### src/rtl/fxr_pkg.sv
package fxr_pkg;
  typedef enum logic [1:0] {
    RM_RNU = 2'd0,
    RM_RNE = 2'd1,
    RM_RDN = 2'd2,
    RM_ROD = 2'd3
  } rnd_mode_e;

  typedef enum logic [1:0] {
    OP_RSHIFT  = 2'd0,
    OP_AVG_ADD = 2'd1,
    OP_AVG_SUB = 2'd2,
    OP_RSV     = 2'd3
  } fx_op_e;

  typedef enum logic [1:0] {
    EW_8  = 2'd0,
    EW_16 = 2'd1,
    EW_32 = 2'd2,
    EW_64 = 2'd3
  } elem_w_e;

  localparam int NUM_EW = 4;
  localparam int MIN_EW = 8;
endpackage

### src/rtl/fxr_sew_sext.sv
module fxr_sew_sext
  import fxr_pkg::*;
#(
  parameter int IN_W  = 64,
  parameter int OUT_W = 66
) (
  input  elem_w_e          sew_i,
  input  logic [IN_W-1:0]  d_i,
  output logic [OUT_W-1:0] q_o
);
  logic [OUT_W-1:0] cand [NUM_EW];

  for (genvar gi = 0; gi < NUM_EW; gi++) begin : g_ew
    localparam int EW = MIN_EW << gi;
    if (OUT_W > EW) begin : g_ext
      assign cand[gi] = {{(OUT_W-EW){d_i[EW-1]}}, d_i[EW-1:0]};
    end else begin : g_cut
      assign cand[gi] = d_i[OUT_W-1:0];
    end
  end

  assign q_o = cand[sew_i];
endmodule

### src/rtl/fxr_prep.sv
module fxr_prep
  import fxr_pkg::*;
#(
  parameter int XLEN = 64,
  parameter int WIDE = XLEN + 2,
  parameter int SHW  = $clog2(XLEN)
) (
  input  fx_op_e           op_i,
  input  elem_w_e          sew_i,
  input  logic [SHW-1:0]   shamt_i,
  input  logic [XLEN-1:0]  a_i,
  input  logic [XLEN-1:0]  b_i,
  output logic [WIDE-1:0]  v_o,
  output logic [SHW-1:0]   gb_o
);
  logic [WIDE-1:0] sa, sb, full_a;

  fxr_sew_sext #(.IN_W(XLEN), .OUT_W(WIDE)) u_sext_a (.sew_i(sew_i), .d_i(a_i), .q_o(sa));
  fxr_sew_sext #(.IN_W(XLEN), .OUT_W(WIDE)) u_sext_b (.sew_i(sew_i), .d_i(b_i), .q_o(sb));

  assign full_a = {{(WIDE-XLEN){a_i[XLEN-1]}}, a_i};

  always_comb begin
    unique case (op_i)
      OP_AVG_ADD: begin
        v_o  = sa + sb;
        gb_o = SHW'(1);
      end
      OP_AVG_SUB: begin
        v_o  = sa - sb;
        gb_o = SHW'(1);
      end
      default: begin
        v_o  = full_a;
        gb_o = shamt_i;
      end
    endcase
  end
endmodule

### src/rtl/fxr_round_shift.sv
module fxr_round_shift
  import fxr_pkg::*;
#(
  parameter int XLEN = 64,
  parameter int WIDE = XLEN + 2,
  parameter int SHW  = $clog2(XLEN)
) (
  input  logic [WIDE-1:0] v_i,
  input  logic [SHW-1:0]  gb_i,
  input  rnd_mode_e       mode_i,
  input  elem_w_e         sew_i,
  output logic [XLEN-1:0] res_o
);
  localparam logic [WIDE-1:0] ONE = WIDE'(1);

  logic [WIDE-1:0] half, keep_bit, adj, shifted;
  logic            g_bit, sticky, lsb;

  // weight of the most significant discarded bit; none when gb is zero
  assign half     = (gb_i == '0) ? '0 : (ONE << (gb_i - 1'b1));
  assign keep_bit = ONE << gb_i;
  assign g_bit    = |(v_i & half);
  assign sticky   = |(v_i & (half - ONE));
  assign lsb      = |(v_i & keep_bit);

  always_comb begin
    unique case (mode_i)
      RM_RNU: adj = v_i + half;
      RM_RNE: adj = (g_bit && !sticky && !lsb) ? v_i : v_i + half;
      RM_RDN: adj = v_i;
      default: adj = v_i | keep_bit;
    endcase
  end

  assign shifted = $signed(adj) >>> gb_i;

  fxr_sew_sext #(.IN_W(XLEN), .OUT_W(XLEN)) u_trim (
    .sew_i(sew_i), .d_i(shifted[XLEN-1:0]), .q_o(res_o)
  );
endmodule

### src/rtl/fxr_round_avg_unit.sv
module fxr_round_avg_unit
  import fxr_pkg::*;
#(
  parameter int XLEN = 64,
  parameter int SHW  = $clog2(XLEN)
) (
  input  logic            clk_i,
  input  logic            rst_ni,
  input  logic            valid_i,
  input  logic [1:0]      op_i,
  input  logic [1:0]      sew_i,
  input  logic [1:0]      vxrm_i,
  input  logic [SHW-1:0]  shamt_i,
  input  logic [XLEN-1:0] a_i,
  input  logic [XLEN-1:0] b_i,
  output logic            valid_o,
  output logic [XLEN-1:0] result_o
);
  localparam int WIDE = XLEN + 2;

  logic [WIDE-1:0] p_v;
  logic [SHW-1:0]  p_gb;

  logic            s1_valid;
  logic [WIDE-1:0] s1_v;
  logic [SHW-1:0]  s1_gb;
  rnd_mode_e       s1_mode;
  elem_w_e         s1_sew;
  logic [XLEN-1:0] s2_res;

  fxr_prep #(.XLEN(XLEN), .WIDE(WIDE), .SHW(SHW)) u_prep (
    .op_i   (fx_op_e'(op_i)),
    .sew_i  (elem_w_e'(sew_i)),
    .shamt_i(shamt_i),
    .a_i    (a_i),
    .b_i    (b_i),
    .v_o    (p_v),
    .gb_o   (p_gb)
  );

  always_ff @(posedge clk_i or negedge rst_ni) begin
    if (!rst_ni) begin
      s1_valid <= 1'b0;
      s1_v     <= '0;
      s1_gb    <= '0;
      s1_mode  <= RM_RNU;
      s1_sew   <= EW_8;
    end else begin
      s1_valid <= valid_i;
      if (valid_i) begin
        s1_v    <= p_v;
        s1_gb   <= p_gb;
        s1_mode <= rnd_mode_e'(vxrm_i);
        s1_sew  <= elem_w_e'(sew_i);
      end
    end
  end

  fxr_round_shift #(.XLEN(XLEN), .WIDE(WIDE), .SHW(SHW)) u_rnd (
    .v_i   (s1_v),
    .gb_i  (s1_gb),
    .mode_i(s1_mode),
    .sew_i (s1_sew),
    .res_o (s2_res)
  );

  always_ff @(posedge clk_i or negedge rst_ni) begin
    if (!rst_ni) begin
      valid_o  <= 1'b0;
      result_o <= '0;
    end else begin
      valid_o <= s1_valid;
      if (s1_valid) result_o <= s2_res;
    end
  end
endmodule

### config.mk
export PLATFORM = sky130hd
export DESIGN_NAME = fxr_round_avg_unit
export DESIGN_NICKNAME = d
export VERILOG_FILES = /design/src/rtl/fxr_pkg.sv /design/src/rtl/fxr_sew_sext.sv /design/src/rtl/fxr_prep.sv /design/src/rtl/fxr_round_shift.sv /design/src/rtl/fxr_round_avg_unit.sv
export SDC_FILE = /design/constraint.sdc
export NUM_CORES = 1
export LEC_CHECK = 0
export ABC_AREA = 1
export BUFFER_PORTS_ARGS = -buffer_cell sky130_fd_sc_hd__buf_2
export CORE_AREA = 2 2 307 309
export DETAILED_ROUTE_END_ITERATION = 6
export DIE_AREA = 0 0 309 311
export PLACE_DENSITY = 0.43
export SKIP_LAST_GASP = 1
export SYNTH_ARGS = -nofsm -noshare
export SYNTH_HDL_FRONTEND = slang
export SYNTH_SLANG_ARGS = --single-unit
### constraint.sdc
create_clock -name clk_i -period 12.4 [get_ports clk_i]
set_clock_uncertainty 0.15 [all_clocks]
set_input_delay 1.86 -clock clk_i [delete_from_list [all_inputs] [get_ports clk_i]]
set_output_delay 1.86 -clock clk_i [all_outputs]
set_load 0.02 [all_outputs]
==> summary.txt <==
Clock network
  – TritonCTS Buffers: 17
  – CTS Hold Bufs: 0
  – H-tree lvl count: 4
  – CTS tree: yes
  – Clk pin slew, worst setup/hold paths: 0.08 ns
  – Post-CTS Setup Inserts: 0
  – Clk_lat worst skew: 0.51 ns
  – Clk root buf: clkbuf_16
  – Clock Path Buffers: 2
  – Post-CTS Resized: 0
  – Clock Sinks: 142

Status
  – Status: complete, but fails checks
  – Failing checks: design-rule violations

Global routing
  – Vias in the first global route: 34000
  – Tot GR Track Use: 32.5%
  – Global-route wire length before repair: 233 mm
  – GR Overflow Total: 0
  – Pin count of the biggest net entering global routing: 85
  – Antenna violations before repair: 2

Setup path
  – Reg-to-Reg Start: s1_gb[1]$_DFFE_PN0P_
  – CP dominant cell by count: nand2_1
  – Startpoint Class: register
  – Max FO, Critical Path: 48
  – Reg2Reg Depth: 36
  – Crit path to: result_o[62]$_DFFE_PN0P_
  – CP endpoint kind: register
  – CP Depth: 36
  – FF-to-FF setup slack: 3.80 ns
  – WP data required: 12.62 ns
  – Max stage delay on crit path: 0.80 ns
  – Worst EP arrival: 8.82 ns
  – Critical path origin: s1_gb[1]$_DFFE_PN0P_
  – CP Buf/Inv Count: 6
  – Slowest CP cell: nand2_1
  – Worst R2R End: result_o[62]$_DFFE_PN0P_
  – Crit path max-delay family: simple AND/OR/NAND/NOR gates
  – Setup CP Type: reg2reg

Layout
  – Fillcell total: 10900
  – Layout cell share with drive strength beyond 1: 7.97%
  – Layout Nets: 5386
  – ANT cells: 0
  – Syn-to-layout area delta: 9.48%

Die
  – IO Count: 208
  – Die W: 309 um
  – Die Y: 311 um
  – DIE AREA: 96100 um^2
  – Starting Density: 29.8%
  – Core Area: 92800 um^2
  – Placement row count: 112

Routing
  – Post-DRT Antenna Nets: 0
  – Vias per std cell: 5.62
  – DRC Markers: 4
  – Total number of vias: 35800
  – Initial DRT Pass Iterations: 7
  – DRT Wirelength: 160 mm
  – Initial detailed-routing violation count: 4105
  – Wire per inst: 25.1 um

Yosys
  – Syn Std Cell Area: 27600 um^2
  – Synth top area cells: nand2_1, nand3_1, dfrtp_1, inv_1, nor2_1
  – Syn Nets: 5344
  – Share of the synthesized area in the top cell type: 17.2%
  – Leading area contributor after synthesis: nand2_1
  – Asr flop ratio synth: 100%
  – Mean Syn Cell Area: 5.46 um^2
  – Post-synthesis sequential area ratio: 12.9%
  – Unique masters post-synth: 54
  – Synth warn: 0
  – Post-synth top cells: nand2_1, nand3_1, inv_1
  – Synthesized flop and latch total: 142
  – Ys flop type: dfrtp_1
  – Gate Count Post-Synth: 5066
  – Most numerous cell in the Yosys netlist: nand2_1
  – EDFF count, synth: 0

Power
  – Leakage: 16.1 nW
  – VDD IR-drop max: 0.103 mV
  – Switch share: 60.4%
  – P_int: 0.00160 W
  – Clock power frac: 14.0%
  – Cell Pwr Density: 133 nW/um^2
  – Sw power: 0.00244 W
  – Gate power share: 67.5%
  – Part of the power in registers: 18.4%

Hold path
  – Hold Path Origin: result_o[8]$_DFFE_PN0P_
  – Hold crit path type: reg2reg

Place
  – Placer congestion estimate: 1.05
  – Worst slack, placed: 3.93 ns
  – Detailed Place HPWL: 132 mm
  – # port buffers: 207

Timing
  – Total negative slack: 0 ns
  – Final worst path period need: 8.60 ns
  – Worst Max-Slew Pin Slew: 1.09 ns
  – Fmax: 0.116 GHz
  – Hold Vio Cnt, Final: 0
  – Max-slew headroom: 27.3%
  – Fin worst setup slack: 3.80 ns
  – Crit share post-route: 69.3%
  – Final setup viols: 0
  – Slew Limit Fails: 0
  – RSZ-0062 raised after global routing: false

Job
  – MaxCap Viol Count: 0
## tightest hold or removal path, cell delays in order (launching register included)
cell and delay [ns]:
dfrtp_1 0.34, nand2_1 0.05, nand2_1 0.05
## metal layers
| layer | part of all wire, % | global-route usage, % |
|---|---|---|
| met4 | 4.1 | 11.9 |
| met3 | 7.5 | 4.70 |
| met1 | 45 | 45.5 |
| met2 | 43 | 50.1 |
| met5 | 0.0050 | 0 |
## metrics by stage
step / util, % / power (W) / cells / hold WS [ns] / instance area [um^2]
global placement: 32.0 / 0.00341 / 6343 / 0.311 / 29700
global route: 32.6 / 0.00430 / 6375 / 0.349 / 30300
floorplan: - / 0.00237 / 5066 / 0.250 / 27600
detailed placement: 32.0 / 0.00339 / 6343 / 0.313 / 29700
finish: 32.6 / 0.00404 / 6375 / 0.328 / 30300
CTS: 32.6 / 0.00396 / 6375 / 0.332 / 30300
## flip-flops by register name, summed over array words and instances, names as in the netlist
signal    count
s1_v         66
result_o     64
s1_gb         6
s1_mode       2
s1_sew        2
s1_valid      1
valid_o       1
## layout by cell type (no fill, tap or decap), drive strengths merged, types with 2 or more instances in the layout
cell / netlist / layout
a21boi: 13 / 13
a21o: 6 / 6
a21oi: 370 / 370
a221oi: 6 / 6
a22oi: 5 / 5
a31oi: 44 / 44
and2: 2 / 2
buf: 108 / 261
clkbuf: 130 / 18
clkinv: 6 / 12
clkinvlp: 0 / 2
dfrtp: 142 / 142
fa: 2 / 2
ha: 133 / 133
inv: 571 / 577
nand2: 1280 / 1280
nand3: 823 / 823
nand3b: 8 / 8
nand4: 85 / 85
nor2: 572 / 572
nor3: 49 / 49
nor4: 13 / 13
o211ai: 59 / 59
o21a: 25 / 25
o21ai: 361 / 361
o21bai: 17 / 17
o221ai: 19 / 19
o22ai: 14 / 14
o311ai: 3 / 3
o31ai: 7 / 7
o41ai: 2 / 2
or2: 10 / 10
xnor2: 57 / 57
xor2: 118 / 118
## power groups by stage
stage	logic (W)	registers [W]	clock network (W)
floorplan	0.00164	0.000731	0
global placement	0.00267	0.000741	0
detailed placement	0.00265	0.000739	0
CTS	0.00266	0.000732	0.000575
global route	0.00296	0.000746	0.000592
finish	0.00273	0.000743	0.000567
## worst min path at each step
| stage | cells past startpoint | to |
|---|---|---|
| finish | 2 | result_o[8]$_DFFE_PN0P_ |
| global placement | 2 | result_o[15]$_DFFE_PN0P_ |
| CTS | 2 | result_o[13]$_DFFE_PN0P_ |
| detailed placement | 2 | result_o[13]$_DFFE_PN0P_ |
| floorplan | 0 | valid_o$_DFF_PN0_ |
| global route | 2 | result_o[13]$_DFFE_PN0P_ |
## cell type report
type / count / area, um^2 / area share (%)
Multi-Input combinational cell: 4109 / 20900 / 69.2
Clock inverter: 14 / 145 / 0.480
Sequential cell: 142 / 3560 / 11.8
Tap cell: 1254 / 1570 / 5.18
Inverter: 577 / 2170 / 7.17
Clock buffer: 18 / 439 / 1.45
Timing Repair Buffer: 261 / 1450 / 4.79
## cells by family after synthesis
group	share of synthesized area, %
DFF	12.9
buffers and inverters	11.6
and+or+nand+nor	44.4
AOI/OAI and AO/OA	19.5
xor gates and xnor gates	5.54
adders and majority gates	6.16
other	0.0136
No activity file was read; power rests on OpenSTA's default activity.
